`src/rtl/readout_pkg.sv`:
```
package readout_pkg;
  localparam int unsigned DEF_CH_NUM   = 4;
  localparam int unsigned DEF_SAMPLE_W = 24;

  function automatic int unsigned cnt_width(input int unsigned n);
    return (n < 2) ? 1 : $clog2(n);
  endfunction
endpackage

```
`src/rtl/serial_edge_det.sv`:
```
module serial_edge_det (
  input  logic clk_i,
  input  logic rst_ni,
  input  logic sclk_i,
  input  logic cs_ni,
  output logic sclk_fall_o,
  output logic cs_fall_o,
  output logic cs_held_o
);
  logic sclk_q, cs_q;

  always_ff @(posedge clk_i or negedge rst_ni) begin
    if (!rst_ni) begin
      sclk_q <= 1'b0;
      cs_q   <= 1'b1;
    end else begin
      sclk_q <= sclk_i;
      cs_q   <= cs_ni;
    end
  end

  assign sclk_fall_o = sclk_q & ~sclk_i;
  assign cs_fall_o   = cs_q & ~cs_ni;
  // chip select low for at least one full clock
  assign cs_held_o   = ~cs_q & ~cs_ni;
endmodule

```
`src/rtl/sample_bank.sv`:
```
module sample_bank #(
  parameter int unsigned CH_NUM   = readout_pkg::DEF_CH_NUM,
  parameter int unsigned SAMPLE_W = readout_pkg::DEF_SAMPLE_W,
  localparam int unsigned FRAME_W = CH_NUM * SAMPLE_W
) (
  input  logic               clk_i,
  input  logic               rst_ni,
  input  logic               conv_i,
  input  logic [FRAME_W-1:0] sample_i,
  input  logic               done_set_i,
  output logic [FRAME_W-1:0] frame_o,
  output logic               ready_o
);
  logic [SAMPLE_W-1:0] shadow_q [CH_NUM];
  logic                flag_q;

  for (genvar k = 0; k < CH_NUM; k++) begin : g_ch
    always_ff @(posedge clk_i or negedge rst_ni) begin
      if (!rst_ni)     shadow_q[k] <= '0;
      else if (conv_i) shadow_q[k] <= sample_i[k*SAMPLE_W +: SAMPLE_W];
    end
    // channel 0 lands in the top slice so it leaves first
    assign frame_o[(CH_NUM-1-k)*SAMPLE_W +: SAMPLE_W] = shadow_q[k];
  end

  always_ff @(posedge clk_i or negedge rst_ni) begin
    if (!rst_ni)         flag_q <= 1'b0;
    else if (conv_i)     flag_q <= 1'b1;  // new data beats completion
    else if (done_set_i) flag_q <= 1'b0;
  end

  assign ready_o = flag_q;

  assert_flag_on_conv_R1: assert property (@(posedge clk_i) disable iff (!rst_ni)
    conv_i |=> flag_q);
  assert_flag_clear_R1: assert property (@(posedge clk_i) disable iff (!rst_ni)
    (done_set_i && !conv_i) |=> !flag_q);
endmodule

```
`src/rtl/shift_engine.sv`:
```
module shift_engine #(
  parameter int unsigned BITS = 96,
  localparam int unsigned CW  = readout_pkg::cnt_width(BITS)
) (
  input  logic            clk_i,
  input  logic            rst_ni,
  input  logic            clear_i,
  input  logic            load_i,
  input  logic [BITS-1:0] frame_i,
  input  logic            shift_i,
  output logic            bit_o,
  output logic            done_o,
  output logic            done_set_o
);
  localparam logic [CW-1:0] LAST = CW'(BITS - 1);

  logic [BITS-1:0] shreg_q;
  logic [CW-1:0]   cnt_q;
  logic            done_q;

  assign done_set_o = shift_i & (cnt_q == LAST);

  always_ff @(posedge clk_i or negedge rst_ni) begin
    if (!rst_ni) begin
      shreg_q <= '0;
      cnt_q   <= '0;
      done_q  <= 1'b0;
    end else if (clear_i) begin
      cnt_q  <= '0;
      done_q <= 1'b0;
    end else if (load_i) begin
      shreg_q <= frame_i;
      cnt_q   <= '0;
      done_q  <= 1'b0;
    end else if (shift_i) begin
      shreg_q <= {shreg_q[BITS-2:0], 1'b0};
      if (cnt_q == LAST) done_q <= 1'b1;
      else               cnt_q  <= cnt_q + 1'b1;
    end
  end

  assign bit_o  = shreg_q[BITS-1];
  assign done_o = done_q;

  assert_hold_without_edge_R4: assert property (@(posedge clk_i) disable iff (!rst_ni)
    (!shift_i && !load_i) |=> $stable(shreg_q));
  assert_no_shift_after_done_R6: assert property (@(posedge clk_i) disable iff (!rst_ni)
    done_q |-> !shift_i);
endmodule

```
`src/rtl/sample_readout_chain.sv`:
```
module sample_readout_chain #(
  parameter int unsigned CH_NUM   = readout_pkg::DEF_CH_NUM,
  parameter int unsigned SAMPLE_W = readout_pkg::DEF_SAMPLE_W,
  localparam int unsigned FRAME_W = CH_NUM * SAMPLE_W
) (
  input  logic               clk_i,
  input  logic               rst_ni,
  input  logic               conv_i,
  input  logic [FRAME_W-1:0] sample_i,
  input  logic               cs_ni,
  input  logic               sclk_i,
  input  logic               casc_ni,
  output logic               casc_no,
  input  logic               drdy_ni,
  output logic               drdy_no,
  output logic               sdo_o,
  output logic               sdo_oe_o
);
  logic sclk_fall, cs_fall, cs_held;
  logic own, done, done_set, bit_out, ready;
  logic [FRAME_W-1:0] frame;

  serial_edge_det u_edge (
    .clk_i       (clk_i),
    .rst_ni      (rst_ni),
    .sclk_i      (sclk_i),
    .cs_ni       (cs_ni),
    .sclk_fall_o (sclk_fall),
    .cs_fall_o   (cs_fall),
    .cs_held_o   (cs_held)
  );

  sample_bank #(.CH_NUM(CH_NUM), .SAMPLE_W(SAMPLE_W)) u_bank (
    .clk_i      (clk_i),
    .rst_ni     (rst_ni),
    .conv_i     (conv_i),
    .sample_i   (sample_i),
    .done_set_i (done_set),
    .frame_o    (frame),
    .ready_o    (ready)
  );

  assign own = cs_held & ~casc_ni & ~done;

  shift_engine #(.BITS(FRAME_W)) u_shift (
    .clk_i      (clk_i),
    .rst_ni     (rst_ni),
    .clear_i    (cs_ni),
    .load_i     (cs_fall),
    .frame_i    (frame),
    .shift_i    (own & sclk_fall),
    .bit_o      (bit_out),
    .done_o     (done),
    .done_set_o (done_set)
  );

  assign sdo_oe_o = own;
  assign sdo_o    = own & bit_out;
  assign casc_no  = ~done;
  assign drdy_no  = ~(ready & ~drdy_ni);

  assert_oe_needs_select_R5: assert property (@(posedge clk_i) disable iff (!rst_ni)
    sdo_oe_o |-> (!cs_ni && !casc_ni));
  assert_quiet_when_idle_R5: assert property (@(posedge clk_i) disable iff (!rst_ni)
    !sdo_oe_o |-> !sdo_o);
  assert_casc_release_R6: assert property (@(posedge clk_i) disable iff (!rst_ni)
    cs_ni |=> casc_no);
  assert_ready_chain_R2: assert property (@(posedge clk_i) disable iff (!rst_ni)
    !drdy_no |-> !drdy_ni);
endmodule

```
`config.mk`:
```
export PLATFORM = sky130hd
export DESIGN_NAME = sample_readout_chain
export DESIGN_NICKNAME = d
export VERILOG_FILES = /design/src/rtl/readout_pkg.sv /design/src/rtl/serial_edge_det.sv /design/src/rtl/sample_bank.sv /design/src/rtl/shift_engine.sv /design/src/rtl/sample_readout_chain.sv
export SDC_FILE = /design/constraint.sdc
export NUM_CORES = 1
export LEC_CHECK = 0
export ABC_AREA = 1
export BUFFER_PORTS_ARGS = -buffer_cell sky130_fd_sc_hd__buf_2
export CORE_AREA = 2 2 126 128
export CTS_CLUSTER_SIZE = 28
export DETAILED_ROUTE_END_ITERATION = 12
export DIE_AREA = 0 0 128 130
export GPL_ROUTABILITY_DRIVEN = 0
export PLACE_DENSITY = 0.81
export SLEW_MARGIN = 20
export SYNTH_ARGS = -nofsm -noshare
export SYNTH_HDL_FRONTEND = slang
export SYNTH_SLANG_ARGS = --single-unit
```
`constraint.sdc`:
```
create_clock -name clk_i -period 4 [get_ports clk_i]
set_input_delay 0 -clock clk_i [delete_from_list [all_inputs] [get_ports clk_i]]
set_output_delay 0 -clock clk_i [all_outputs]
set_load 0.02 [all_outputs]
```
==> reports/qor.csv <==
metric,value,unit
status,"finished, violations left",
violations,hold timing,
synth.area.mux_share,0,%
ys_seq_area_share,56.4,%
synth_top_family_by_area,simple AND/OR/NAND/NOR gates,
remaining_drc_errors,0,
synth_compound_area_share,10.9,%
ys_warn_count,0,
rows,46,
place_inst,1344,
drv_slew,0,
synthSimpleGateAreaFrac,23.7,%
hold_slack,-0.00393,ns
period_share,62.1,%
grt_pass1_wl,32600,um
wire_per_inst,13.3,um
synth-seq-cells,203,
required,4.41,ns
drt-total-wl,19700,um
cp_num_buf_inv,0,
crit_chain,nor2_1 > nand3_4 > nand2_4 > nand2_1 > nand2_1,
hold_viol,2,
p_leak,5.84,nW
vdd_ir_drop_max,0.351,mV
path_class,register to register,
antenna_found_initial,0,
final_antenna_net_count,0,
drtIter0Drc,649,
clock_path_buffers,3,
syn2layout_area_growth,24.1,%
crit_top_cell,nand2_1,
ios,107,
portBuffers,106,
yosys.area_share.adder,0.139,%
dieArea,0.0166,mm^2
die_w,128,um
dpl.hpwl,10500,um
cap_violations,0,
cp.arrival,2.89,ns
cp_slowest_cell,nand2_4,
drtPass1Iterations,5,
vias,7588,
skew,0.00619,ns
syn_area_per_cell,8.10,um^2
fin_cells,1481,
die_height,130,um
power.total,5.03,mW
pre_cts_slack,1.51,ns
cts_max_level,1,
start_util,58.4,%
cts_made_buffers,21,
crit_path_max_incr_delay,0.97,ns
worstSetupStartpointType,register,
post_cts.repair.setup_buffers,0,
fill_cells,1128,
critical_path.top_delay_family,simple AND/OR/NAND/NOR gates,
synthXorXnorAreaFrac,0.0972,%
num_antenna_cells,0,
max_freq,403,MHz
overflow,0,
final_common_cell,nand2_1,
core,0.0154,mm^2
finalSetupViolations,0,
final_layout_size_suffix_gt1_share,11.8,%
finalWorstSetupSlack,1.52,ns
finalCriticalPeriod,2.48,ns
ys_types,20,
rsz0062_at_grt,false,
worst_pin_slew,1.04,ns
hold_class,input port to async pin,
grt_util_all_layers,23.7,%
cp-end-kind,register,
vias_per_cell,5.12,
reg2reg_slack,1.52,ns
setup_tns,0,ns
cts_tree,done,
netlist_area,0.00901,mm^2
p_per_area,450,mW/mm^2
path_max_fanout,96,
finalNetCount,1379,
synth_nets,1216,
final_cell_mix,"nand2_1, dfrtp_1, o21ai_0, inv_1, buf_2",
root_buffer,clkbuf_16,
grt_pass1_vias,7149,
syn_inst,1112,
grt_start_max_net_pins,131,
clk_latency,0.48,ns
ctsResizeCount,0,
clkTransAtPathRegs,0.06,ns
cts.sinks,203,
slew_headroom,30.4,%
Yosys cell counts, drive strengths merged:
cell	instances	share of area [%]
nand2	415	17
dfrtp	202	56
o21ai	194	11
inv	111	4.6
nand3	103	5.8
buf	47	3.1
clkbuf	26	1.1
nor2	8	0.50
a21boi	1	0.083
dfstp	1	0.29
ha	1	0.14
nand4	1	0.069
o21bai	1	0.083
xor2	1	0.097
layout make-up:
class	count	area, um^2	area share, %
sequential	203	5080	45.5
multi-input combinational	725	3170	28.3
timing repair buffer	213	1610	14.4
clock buffer	33	641	5.73
inverter	111	417	3.73
tap	192	240	2.15
clock inverter	4	20.0	0.179
registers in the layout (all words and copies together), names as in the netlist:
register	flops
u_bank.frame_o	96
u_shift.shreg_q	96
u_shift.cnt_q	7
u_bank.ready_o	1
u_edge.cs_q	1
u_edge.sclk_q	1
u_shift.done_o	1
stage by stage:
stage	cell area [um^2]	hold WS (ns)	util, %
6_report	11200	-0.00393	72.5
5_1_grt	11200	0.0161	72.5
4_1_cts	11200	0.00784	72.3
3_5_place_dp	9500	0.128	61.6
3_3_place_gp	9500	0.129	61.6
2_1_floorplan	9010	-0.296	-
final timing paths:
path,cells after the start,from,endpoint
max,5,u_shift.done_o$_DFFE_PN0P_,u_shift.shreg_q[93]$_DFFE_PN0P_
min,2,rst_ni,u_bank.frame_o[88]$_DFFE_PN0P_
max reg2reg,5,u_shift.done_o$_DFFE_PN0P_,u_shift.shreg_q[93]$_DFFE_PN0P_
min reg2reg,2,u_bank.ready_o$_DFFE_PN0P_,u_bank.ready_o$_DFFE_PN0P_
max in group asynchronous,4,rst_ni,u_bank.frame_o[31]$_DFFE_PN0P_
min in group clk_i,3,conv_i,u_bank.ready_o$_DFFE_PN0P_
metal layers:
metal / vias up / track usage (%) / wire (um)
met2: 178 / 39.4 / 9570
met3: 44 / 3.40 / 871
li1: 3807 / - / -
met4: 0 / 7.82 / 459
met5: - / 0 / 0
met1: 3559 / 32.6 / 8760
cell families (layout without fill, tap and decap cells):
| group | Yosys count | in the layout |
|---|---|---|
| AND/OR/NAND/NOR | 527 | 527 |
| buffers and inverters | 184 | 361 |
| XOR/XNOR | 1 | 1 |
| flip-flops | 203 | 203 |
| adder cells (fa/ha/maj) | 1 | 1 |
| AO/OA/AOI/OAI | 196 | 196 |
power by group:
| part | internal [mW] | switching [mW] | total (mW) | leakage [nW] |
|---|---|---|---|---|
| clock | 1.09 | 0.761 | 1.85 | 0.331 |
| sequential | 2.33 | 0.128 | 2.46 | 2.57 |
| combinational | 0.309 | 0.411 | 0.719 | 2.94 |
| total | 3.73 | 1.30 | 5.03 | 5.84 |
what timing repair did:
| item | CTS | global route |
|---|---|---|
| hold endpoints to repair | 227 | 0 |
| endpoints found under the setup margin | 0 | 0 |
| hold buffers | 99 | 0 |
Note: power is estimated with default switching activity, not from simulation.
